===== config.mk =====
export PLATFORM = sky130hd
export DESIGN_NAME = pll_freq_calc
export DESIGN_NICKNAME = d
export VERILOG_FILES = /design/src/rtl/pfc_pkg.sv /design/src/rtl/pfc_pll_decode.sv /design/src/rtl/pfc_divider.sv /design/src/rtl/pll_freq_calc.sv
export SDC_FILE = /design/constraint.sdc
export NUM_CORES = 1
export LEC_CHECK = 0
export ABC_CLOCK_PERIOD_IN_PS = 26100
export BUFFER_PORTS_ARGS = -buffer_cell sky130_fd_sc_hd__buf_2
export CAP_MARGIN = 10
export CELL_PAD_IN_SITES_DETAIL_PLACEMENT = 1
export CELL_PAD_IN_SITES_GLOBAL_PLACEMENT = 1
export CORE_ASPECT_RATIO = 1.1
export CORE_MARGIN = 2
export CORE_UTILIZATION = 41
export CTS_CLUSTER_SIZE = 8
export DETAILED_ROUTE_END_ITERATION = 7
export PLACE_DENSITY = 0.76
export SLEW_MARGIN = 20
export SYNTH_ARGS = -nofsm -noshare
export SYNTH_HDL_FRONTEND = slang
export SYNTH_SLANG_ARGS = --single-unit
export TNS_END_PERCENT = 30

===== constraint.sdc =====
create_clock -name clk -period 26.1 [get_ports clk]
set_input_delay 0 -clock clk [delete_from_list [all_inputs] [get_ports clk]]
set_output_delay 0 -clock clk [all_outputs]
set_load 0.05 [all_outputs]

===== src/rtl/pfc_pkg.sv =====
package pfc_pkg;
  localparam int unsigned PFC_WORD_W    = 32;
  localparam int unsigned PFC_PROD_W    = 48;
  localparam int unsigned PFC_DVSR_W    = 16;
  localparam int unsigned PFC_FRAC_SH   = 10;
  localparam int unsigned PFC_REF_HI_HZ = 26000000;
  localparam int unsigned PFC_REF_LO_HZ = 33554432;
  localparam int unsigned PFC_MFI_FLOOR = 5;

  typedef enum logic [2:0] {
    ST_IDLE,
    ST_PLL_GO,
    ST_PLL_WAIT,
    ST_HSP_GO,
    ST_HSP_WAIT,
    ST_IPG_GO,
    ST_IPG_WAIT
  } calc_st_e;
endpackage


===== src/rtl/pfc_pll_decode.sv =====
module pfc_pll_decode #(
  parameter int unsigned WORD_W    = 32,
  parameter int unsigned PROD_W    = 48,
  parameter int unsigned DVSR_W    = 16,
  parameter int unsigned FRAC_SH   = 10,
  parameter int unsigned REF_HI_HZ = 26000000,
  parameter int unsigned REF_LO_HZ = 33554432,
  parameter int unsigned MFI_FLOOR = 5
) (
  input  logic [1:0]        ref_sel,
  input  logic              force_bypass,
  input  logic              pll_enable,
  input  logic [3:0]        pre_fld,
  input  logic [9:0]        den_fld,
  input  logic [3:0]        int_fld,
  input  logic [9:0]        num_fld,
  output logic [WORD_W-1:0] ref_hz,
  output logic              bypass,
  output logic              term_pos,
  output logic [PROD_W-1:0] dividend,
  output logic [DVSR_W-1:0] divisor
);
  logic [4:0]         int_eff;
  logic [10:0]        den_eff;
  logic [4:0]         pre_eff;
  logic [15:0]        int_den;
  logic signed [17:0] num_ext;
  logic signed [17:0] term;
  logic [WORD_W-1:0]  ref_scaled;

  always_comb begin
    ref_hz     = (ref_sel == 2'b01) ? WORD_W'(REF_LO_HZ) : WORD_W'(REF_HI_HZ);
    bypass     = force_bypass | ~pll_enable;
    int_eff    = (int_fld < 4'(MFI_FLOOR)) ? 5'(MFI_FLOOR) : {1'b0, int_fld};
    den_eff    = {1'b0, den_fld} + 11'd1;
    pre_eff    = {1'b0, pre_fld} + 5'd1;
    int_den    = 16'(int_eff) * 16'(den_eff);
    num_ext    = {{8{num_fld[9]}}, num_fld};
    term       = $signed({2'b00, int_den}) + num_ext;
    term_pos   = !term[17] && (term != 18'sd0);
    ref_scaled = ref_hz >> FRAC_SH;
    dividend   = (PROD_W'(ref_scaled) * PROD_W'(term[16:0])) << 1;
    divisor    = DVSR_W'(den_eff) * DVSR_W'(pre_eff);
  end
endmodule


===== src/rtl/pfc_divider.sv =====
module pfc_divider #(
  parameter int unsigned NUM_W = 48,
  parameter int unsigned DEN_W = 16
) (
  input  logic             clk,
  input  logic             rst_n,
  input  logic             start,
  input  logic [NUM_W-1:0] numer,
  input  logic [DEN_W-1:0] denom,
  output logic             busy,
  output logic             done,
  output logic [NUM_W-1:0] quot
);
  localparam int unsigned CNT_W = $clog2(NUM_W + 1);

  logic [NUM_W-1:0] q_r, q_n, num_r, num_n;
  logic [DEN_W:0]   rem_r, rem_n, shifted;
  logic [DEN_W+1:0] diff;
  logic [DEN_W-1:0] den_r, den_n;
  logic [CNT_W-1:0] cnt_r, cnt_n;
  logic             run_r, run_n, done_r, done_n;

  always_comb begin
    q_n     = q_r;
    num_n   = num_r;
    rem_n   = rem_r;
    den_n   = den_r;
    cnt_n   = cnt_r;
    run_n   = run_r;
    done_n  = 1'b0;
    shifted = {rem_r[DEN_W-1:0], q_r[NUM_W-1]};
    diff    = {1'b0, shifted} - {2'b00, den_r};
    if (start && !run_r) begin
      q_n   = numer;
      num_n = numer;
      rem_n = '0;
      den_n = denom;
      cnt_n = CNT_W'(NUM_W);
      run_n = 1'b1;
    end else if (run_r) begin
      q_n   = {q_r[NUM_W-2:0], ~diff[DEN_W+1]};
      rem_n = diff[DEN_W+1] ? shifted : diff[DEN_W:0];
      cnt_n = cnt_r - 1'b1;
      if (cnt_r == CNT_W'(1)) begin
        run_n  = 1'b0;
        done_n = 1'b1;
      end
    end
  end

  always_ff @(posedge clk or negedge rst_n) begin
    if (!rst_n) begin
      q_r    <= '0;
      num_r  <= '0;
      rem_r  <= '0;
      den_r  <= '0;
      cnt_r  <= '0;
      run_r  <= 1'b0;
      done_r <= 1'b0;
    end else begin
      q_r    <= q_n;
      num_r  <= num_n;
      rem_r  <= rem_n;
      den_r  <= den_n;
      cnt_r  <= cnt_n;
      run_r  <= run_n;
      done_r <= done_n;
    end
  end

  assign busy = run_r;
  assign done = done_r;
  assign quot = q_r;

  // a division is never launched with a zero divisor
  a_r8_divisor_nonzero: assert property (@(posedge clk) disable iff (!rst_n)
    (start && !run_r) |-> (denom != '0));

  // the result is exact when it is presented
  a_r8_div_exact: assert property (@(posedge clk) disable iff (!rst_n)
    done_r |-> (((NUM_W+DEN_W)'(q_r) * (NUM_W+DEN_W)'(den_r) + (NUM_W+DEN_W)'(rem_r))
                 == (NUM_W+DEN_W)'(num_r)) && (rem_r < {1'b0, den_r}));
endmodule


===== src/rtl/pll_freq_calc.sv =====
module pll_freq_calc
  import pfc_pkg::*;
#(
  parameter int unsigned WORD_W    = PFC_WORD_W,
  parameter int unsigned PROD_W    = PFC_PROD_W,
  parameter int unsigned DVSR_W    = PFC_DVSR_W,
  parameter int unsigned FRAC_SH   = PFC_FRAC_SH,
  parameter int unsigned REF_HI_HZ = PFC_REF_HI_HZ,
  parameter int unsigned REF_LO_HZ = PFC_REF_LO_HZ,
  parameter int unsigned MFI_FLOOR = PFC_MFI_FLOOR
) (
  input  logic              clk,
  input  logic              rst_n,
  input  logic              start,
  input  logic [31:0]       mode_word,
  input  logic [31:0]       post_word,
  input  logic [31:0]       pll_word,
  output logic              busy,
  output logic              done,
  output logic [WORD_W-1:0] cpu_hz,
  output logic [WORD_W-1:0] hsp_hz,
  output logic [WORD_W-1:0] ipg_hz
);
  calc_st_e          st_r, st_n;
  logic [31:0]       mode_r, post_r, pll_r;
  logic [WORD_W-1:0] cpu_r, cpu_n, hsp_r, hsp_n;
  logic [WORD_W-1:0] cpu_o, hsp_o, ipg_o;
  logic              done_r, done_n, cap_en, out_en;
  logic              div_go, div_busy, div_done;
  logic [PROD_W-1:0] div_num, div_quot, pll_dividend;
  logic [DVSR_W-1:0] div_den, pll_divisor;
  logic [WORD_W-1:0] ref_hz;
  logic              bypass, term_pos;
  logic              unused_bits;

  pfc_pll_decode #(
    .WORD_W(WORD_W), .PROD_W(PROD_W), .DVSR_W(DVSR_W), .FRAC_SH(FRAC_SH),
    .REF_HI_HZ(REF_HI_HZ), .REF_LO_HZ(REF_LO_HZ), .MFI_FLOOR(MFI_FLOOR)
  ) u_decode (
    .ref_sel      (mode_r[2:1]),
    .force_bypass (mode_r[7]),
    .pll_enable   (mode_r[3]),
    .pre_fld      (pll_r[29:26]),
    .den_fld      (pll_r[25:16]),
    .int_fld      (pll_r[13:10]),
    .num_fld      (pll_r[9:0]),
    .ref_hz       (ref_hz),
    .bypass       (bypass),
    .term_pos     (term_pos),
    .dividend     (pll_dividend),
    .divisor      (pll_divisor)
  );

  pfc_divider #(.NUM_W(PROD_W), .DEN_W(DVSR_W)) u_div (
    .clk   (clk),
    .rst_n (rst_n),
    .start (div_go),
    .numer (div_num),
    .denom (div_den),
    .busy  (div_busy),
    .done  (div_done),
    .quot  (div_quot)
  );

  assign unused_bits = ^{mode_r[31:8], mode_r[6:4], mode_r[0], post_r[31:14],
                         post_r[10:8], post_r[5:0], pll_r[31:30], pll_r[15:14],
                         div_quot[PROD_W-1:WORD_W], div_busy};

  assign cap_en = start && (st_r == ST_IDLE);

  always_comb begin
    st_n    = st_r;
    cpu_n   = cpu_r;
    hsp_n   = hsp_r;
    div_go  = 1'b0;
    div_num = '0;
    div_den = DVSR_W'(1);
    out_en  = 1'b0;
    done_n  = 1'b0;
    case (st_r)
      ST_IDLE: if (start) st_n = ST_PLL_GO;
      ST_PLL_GO: begin
        if (bypass) begin
          cpu_n = ref_hz;
          st_n  = ST_HSP_GO;
        end else if (!term_pos) begin
          cpu_n = '0;
          st_n  = ST_HSP_GO;
        end else begin
          div_go  = 1'b1;
          div_num = pll_dividend;
          div_den = pll_divisor;
          st_n    = ST_PLL_WAIT;
        end
      end
      ST_PLL_WAIT: if (div_done) begin
        cpu_n = WORD_W'(div_quot << FRAC_SH);
        st_n  = ST_HSP_GO;
      end
      ST_HSP_GO: begin
        div_go  = 1'b1;
        div_num = PROD_W'(cpu_r);
        div_den = DVSR_W'(post_r[13:11]) + DVSR_W'(1);
        st_n    = ST_HSP_WAIT;
      end
      ST_HSP_WAIT: if (div_done) begin
        hsp_n = WORD_W'(div_quot);
        st_n  = ST_IPG_GO;
      end
      ST_IPG_GO: begin
        div_go  = 1'b1;
        div_num = PROD_W'(hsp_r);
        div_den = DVSR_W'(post_r[7:6]) + DVSR_W'(1);
        st_n    = ST_IPG_WAIT;
      end
      ST_IPG_WAIT: if (div_done) begin
        out_en = 1'b1;
        done_n = 1'b1;
        st_n   = ST_IDLE;
      end
      default: st_n = ST_IDLE;
    endcase
  end

  always_ff @(posedge clk or negedge rst_n) begin
    if (!rst_n) begin
      st_r   <= ST_IDLE;
      mode_r <= '0;
      post_r <= '0;
      pll_r  <= '0;
      cpu_r  <= '0;
      hsp_r  <= '0;
      cpu_o  <= '0;
      hsp_o  <= '0;
      ipg_o  <= '0;
      done_r <= 1'b0;
    end else begin
      st_r   <= st_n;
      cpu_r  <= cpu_n;
      hsp_r  <= hsp_n;
      done_r <= done_n;
      if (cap_en) begin
        mode_r <= mode_word;
        post_r <= post_word;
        pll_r  <= pll_word;
      end
      if (out_en) begin
        cpu_o <= cpu_r;
        hsp_o <= hsp_r;
        ipg_o <= WORD_W'(div_quot);
      end
    end
  end

  assign busy   = (st_r != ST_IDLE);
  assign done   = done_r;
  assign cpu_hz = cpu_o;
  assign hsp_hz = hsp_o;
  assign ipg_hz = ipg_o;

  // done never overlaps busy, and it lasts one cycle
  a_r9_done_idle: assert property (@(posedge clk) disable iff (!rst_n)
    done_r |-> !busy);
  a_r9_done_pulse: assert property (@(posedge clk) disable iff (!rst_n)
    done_r |=> !done_r);

  // the outputs hold between done pulses
  a_r10_hold_outputs: assert property (@(posedge clk) disable iff (!rst_n)
    !done_r |-> ($stable(cpu_o) && $stable(hsp_o) && $stable(ipg_o)));

  // a start while busy leaves the captured words untouched
  a_r11_ignore_start: assert property (@(posedge clk) disable iff (!rst_n)
    (start && busy) |=> ($stable(mode_r) && $stable(post_r) && $stable(pll_r)));

  // in bypass the processor result is the selected reference
  a_r2_bypass_ref: assert property (@(posedge clk) disable iff (!rst_n)
    (st_r == ST_PLL_GO && bypass) |=> (cpu_r == $past(ref_hz)));

  // post-divided clocks never exceed their source
  a_r6_r7_not_larger: assert property (@(posedge clk) disable iff (!rst_n)
    done_r |-> ((hsp_o <= cpu_o) && (ipg_o <= hsp_o)));
endmodule


# Word-level counts from Yosys, hierarchy flattened

Index checks and enable logic that the tools add are counted.

$add $sub $neg: 7
$mul: 3
Order comparisons: 1
Equal/unequal tests: 13
Muxes and demuxes: 37
Bitwise gates (word level): 3
Reductions and logical operators: 14

Operators by type and width:

| operator                | count |
|---|---|
| $mux W48                | 4 |
| $pmux W48 S3            | 1 |
| $mux W32                | 3 |
| $mux W16                | 5 |
| $pmux W32 S2            | 1 |
| $pmux W16 S3            | 1 |
| $mul A22 B17 Y39        | 1 |
| $mux W26                | 1 |
| $pmux W3 S7             | 1 |
| $add A17 B10 Y18        | 1 |
| $reduce_bool A18 Y1     | 1 |
| $sub A17 B16 Y18        | 1 |
| $mul A11 B5 Y16         | 1 |
| $mul A5 B11 Y16         | 1 |
| $mux W1                 | 12 |
| $mux W3                 | 4 |
| $mux W6                 | 2 |
| $add A10 B1 Y11 const B | 1 |
| $eq A3 B3 Y1 const B    | 3 |
| $eq A3 B2 Y1 const B    | 2 |
| $eq A6 B1 Y1 const B    | 1 |
| $ne A2 B1 Y1 const B    | 3 |
| $sub A6 B1 Y6 const B   | 1 |
| $add A4 B1 Y5 const B   | 1 |
| other kinds (20)        | 25 |

Register bits: 304
Bits of input ports: 99
Word-level logic and storage cells: 94

# Longest topological paths before layout

Depth in word-level cells: 11
Gate-level depth with buffers: 50

# Modules after synthesis

Synthesis repeated with hierarchy kept, for this count alone.

Cell total of the unflattened synthesis: 2341
Area, all modules: 23480.0 µm²

Modules (own cells, without submodules):

| module         | times used | cells each | area each (µm²) | sequential area each (µm²) |
|---|---|---|---|---|
| pfc_pll_decode | 1          | 1151       | 9845.7          | 0.0 |
| pll_freq_calc  | 1          | 678        | 8794.7          | 5029.8 |
| pfc_divider    | 1          | 512        | 4839.6          | 2202.1 |

# Worst setup path after synthesis

No wires, ideal clock.

Kind: register to register
From: register pll_r[16]
To: register u_div.q_r[34], in the netlist u_div.quot[34]
Library setup time: 126 ps
Arrival time: 10446 ps
Required time: 25974 ps
Setup slack: 15528 ps
Stages on the path, launching flop included: 46
Path buffers: 0
Cells stage by stage: dfrtp_1 ha_1 xor2_1 nand2b_1 fa_1 inv_1 fa_1 ha_1 a21o_1 a21oi_1 o21bai_1 a21oi_1 o21bai_1 a21o_1 a21oi_1 nor2b_1 nor3_1 nor2_1 [10 not listed] fa_1 fa_1 inv_1 fa_1 inv_1 fa_1 inv_1 ha_1 and4_1 and2_1 o211ai_1 a31oi_1 a221oi_1 o21ai_0 nand2b_1 a21oi_1 xnor2_1 a221o_1

Word-level cells in the longest chain between the ends: 10
Elaborated cells between the ends (all ways): 16
Those cells by class: add/sub (2); mul (2); mux (7); reduce/logical (5)

RTL lines:

| item                                                                     | RTL line             | source |
|---|---|---|
| start, declared                                                          | pll_freq_calc.sv:25  | `logic [31:0] mode_r, post_r, pll_r;` |
| start signal, assigned                                                   | pll_freq_calc.sv:145 | `pll_r <= pll_word;` |
| $add A10 B1 Y11 *                                                        | pfc_pll_decode.sv:35 | `den_eff = {1'b0, den_fld} + 11'd1;` |
| $mul A5 B11 Y16 *                                                        | pfc_pll_decode.sv:37 | `int_den = 16'(int_eff) * 16'(den_eff);` |
| $add A17 B10 Y18 *                                                       | pfc_pll_decode.sv:39 | `term = $signed({2'b00, int_den}) + num_ext;` |
| parallel branches: the longest is 7 deep, another holds $mul A22 B17 Y39 | --                   |  |
| end signal, assigned                                                     | pfc_divider.sv:61    | `q_r <= q_n;` |
| end, declared                                                            | pfc_divider.sv:16    | `logic [NUM_W-1:0] q_r, q_n, num_r, num_n;` |

Every way passes the cells marked *.
A chain may end at the register's enable or synchronous reset.

# Final worst setup path

Same ends and word-level chain as after synthesis.

==> impl_metrics.yaml <==
synthesis:
  seq_area_frac_synth_pct: 31.7
  synthTopCellsByCount: "nand2_1, dfrtp_1, ha_1"
  synth_top_area_share_pct: 31.7
  synthMostInstantiatedCell: "nand2_1"
  synth_fa_ha_area_share_pct: 26.6
  ys.flop_type: "dfrtp_1"
  synth_area_leaders: "dfrtp_1, ha_1, fa_1"
  synth_compound_area_share_pct: 13.8
  async_reset_ff_share_pct: 100
  avgSynthCellArea_sq_um: 9.46
  yosys_warnings: 0
  syn_inst: 2263
  synth_cell_types: 74
  synthMuxAreaShare_pct: 4.42
  synthesis.area_sq_mm: 0.0214
  synth-simple-area-share_pct: 12.9
  post-synth-top-area-cell: "dfrtp_1"
  synth_xor_area_share_pct: 3.64
  synth_edf_count: 0
  ys_ff_latch: 271
  synth_top_family_by_area: "adder cells"
clock_network:
  cts_root_buf: "clkbuf_16"
  numCtsBuffers: 40
  cts_max_path_buffers: 3
  clk_latency_ns: 0.57
  clk_pin_slew_ns: 0.06
  cts_tree: "built"
  ctsResizeCount: 0
  clock_sinks: 271
  h-tree-depth: 2
  cts_setup_buffers: 0
  ctsHoldBuffers: 39
detailed_routing:
  drc: 0
  drt_iter0_drc: 913
  drt-total-wl_mm: 60.5
  wl_met1_mm: 25.0
  dr_wl_met2_mm: 30.9
  drtAntennaViolNets: 0
  detail_route.wl_per_cell_um: 19.8
  vias: 17000
  topRoutingLayerUsed: "met4"
  first_pass_iters: 5
  wl_met3_mm: 1.94
  vias_per_cell: 5.54
critical_path:
  path_max_fanout: 13
  path_class: "flop to flop"
  crit_top_cell: "fa_1"
  cp.arrival_ns: 13.14
  start_kind: "flop"
  cp.required_ns: 26.55
  critPathSlowestCell: "dfrtp_1"
  worstReg2RegStart: "pll_r[16]$_DFFE_PN0P_"
  r2r-end: "u_div.quot[34]$_DFFE_PN0P_"
  slowest_delay_ns: 0.70
  rrSetupSlack_ns: 13.41
  end_kind: "flop"
  ff2ff_path_depth: 45
  startpoint: "pll_r[16]$_DFFE_PN0P_"
hold_path:
  min_path_type: "primary input to asynchronous set/reset pin"
sta:
  period_share_pct: 48.6
  hold_slack_ns: 0.0218
  fmax_ghz: 0.0788
  drv_slew: 0
  setup_violations: 0
  worst_pin_slew_ns: 1.05
  finalClockSkew_ns: 0.0206
  finalSetupTns_ns: 0
  hold_viol: 0
  period_needed_ns: 12.69
  slew-limit-headroom_pct: 29.6
  rsz0062_at_grt: "false"
floorplanning:
  start_util_pct: 41.6
  placeableCoreArea_sq_mm: 0.0515
  rows: 87
  die_width_um: 222
  io-pin-count: 197
  die-area_sq_mm: 0.0541
  die_y_um: 244
global_route:
  overflow: 0
  grt_pass1_vias: 18900
  grt_pass1_wl_mm: 100
  antenna_found_initial: 1
  grt_max_degree: 115
  track_usage_pct: 22.9
pwr:
  clkPwrFrac_pct: 51.7
  irDropWorstVdd_mv: 0.0410
  switching_share_pct: 22.7
  power.switching_w: 0.000207
  powerDensity_mw_per_mm2: 37.9
  p_seq_share_pct: 46.1
  leakage_nw: 12.4
  comb_power_share_pct: 2.2
  power.internal_w: 0.000706
final_layout:
  syn2layout_area_growth_pct: 12.5
  finalNetCount: 2865
  drive_above_1_share_pct: 12.0
  n_antenna_cell: 0
placed_design:
  dpl.hpwl_mm: 45.3
  place_congestion: 0.851
  port_buffers: 129
flow_run:
  maxCapViolations: 0
status:
  status: "finished, final reports clean"
## per-stage QoR
step	power, W	setup WS, ns	cell area [sq um]	util (%)	cells
finish	0.000913	13.41	24100	46.8	3059
global route	0.000942	12.59	24100	46.8	3059
CTS	0.000924	13.34	24100	46.8	3059
detailed placement	0.000444	13.37	22600	43.9	2970
global placement	0.000444	13.79	22600	43.9	2970
floorplan	0.000432	15.53	21400	-	2272
## area by class of cell
class	instances	area, sq um
Multi-Input combinational cell	1628	13200
Clock inverter	4	71.3
Timing Repair Buffer	186	1180
Clock buffer	46	1030
Inverter	257	965
Tap cell	667	835
Sequential cell	271	6780
Fill cell	5870	27400
## per-layer routing
| layer | GRT usage, % | vias to the layer above |
|---|---|---|
| li1 | - | 7863 |
| met1 | 27.2 | 8628 |
| met2 | 41.8 | 342 |
| met3 | 2.46 | 124 |
| met4 | 10.1 | 0 |
| met5 | 0 | - |
## logic make-up after synthesis
group	after synthesis
and+or+nand+nor	618
adders and majority gates	382
other	1
DFF	271
xor gates and xnor gates	89
buffers and inverters	373
AOI/OAI and AO/OA	443
muxes	86
## placed cells by master (no fill, tap or decap), types with 7 or more instances in the layout
| master | count |
|---|---|
| nand2_1 | 304 |
| dfrtp_1 | 270 |
| ha_1 | 260 |
| inv_1 | 256 |
| o21ai_0 | 130 |
| buf_2 | 128 |
| nor2_1 | 122 |
| fa_1 | 122 |
| a21oi_1 | 90 |
| mux2_2 | 68 |
| xnor2_1 | 57 |
| clkbuf_16 | 40 |
| dlygate4sd3_1 | 39 |
| a21o_1 | 37 |
| nand3_1 | 34 |
| xor2_1 | 32 |
| and2_1 | 30 |
| nor2b_1 | 25 |
| a22o_1 | 25 |
| nor3_1 | 24 |
| a22oi_1 | 22 |
| a222oi_1 | 22 |
| a221oi_1 | 19 |
| nand2b_1 | 18 |
| mux2i_1 | 18 |
| and3_1 | 17 |
| buf_4 | 17 |
| o21a_1 | 15 |
| o211ai_1 | 14 |
| o21bai_1 | 13 |
| or3_1 | 12 |
| a31oi_1 | 12 |
| conb_1 | 10 |
| or2_2 | 7 |
## worst max-delay path by stage
stage / end / slack (ns)
global placement: u_div.quot[34]$_DFFE_PN0P_ / 13.79
floorplan: u_div.quot[34]$_DFFE_PN0P_ / 15.53
CTS: u_div.quot[30]$_DFFE_PN0P_ / 13.34
global route: u_div.quot[34]$_DFFE_PN0P_ / 12.59
detailed placement: u_div.quot[34]$_DFFE_PN0P_ / 13.37
finish: u_div.quot[34]$_DFFE_PN0P_ / 13.41
## critical path, delay by kind of cell (launching register included)
| kind | cells | cell delay, ns |
|---|---|---|
| AOI/OAI and AO/OA | 14 | 3.07 |
| buffers and inverters | 5 | 0.28 |
| xor gates and xnor gates | 2 | 0.60 |
| and+or+nand+nor | 12 | 2.59 |
| DFF | 1 | 0.70 |
| adders and majority gates | 12 | 5.30 |
## power by group through the flow
stage	sequential, W	combinational, W	clock, W
after floorplan	0.000428	0.00000443	0
after global placement	0.000428	0.0000158	0
after detailed placement	0.000428	0.0000162	0
after CTS	0.000421	0.0000209	0.000482
after global routing	0.000421	0.0000230	0.000498
final	0.000421	0.0000205	0.000472
## state kept, by name (all words and copies together) (netlist names), 6 cells and up
name	cells
cpu_hz	23
ipg_hz	32
u_div.cnt_r	6
pll_r	28
u_div.den_r	16
hsp_hz	32
u_div.quot	48
u_div.rem_r	16
cpu_r	23
hsp_r	32
Note: power is estimated with default switching activity, not from simulation.
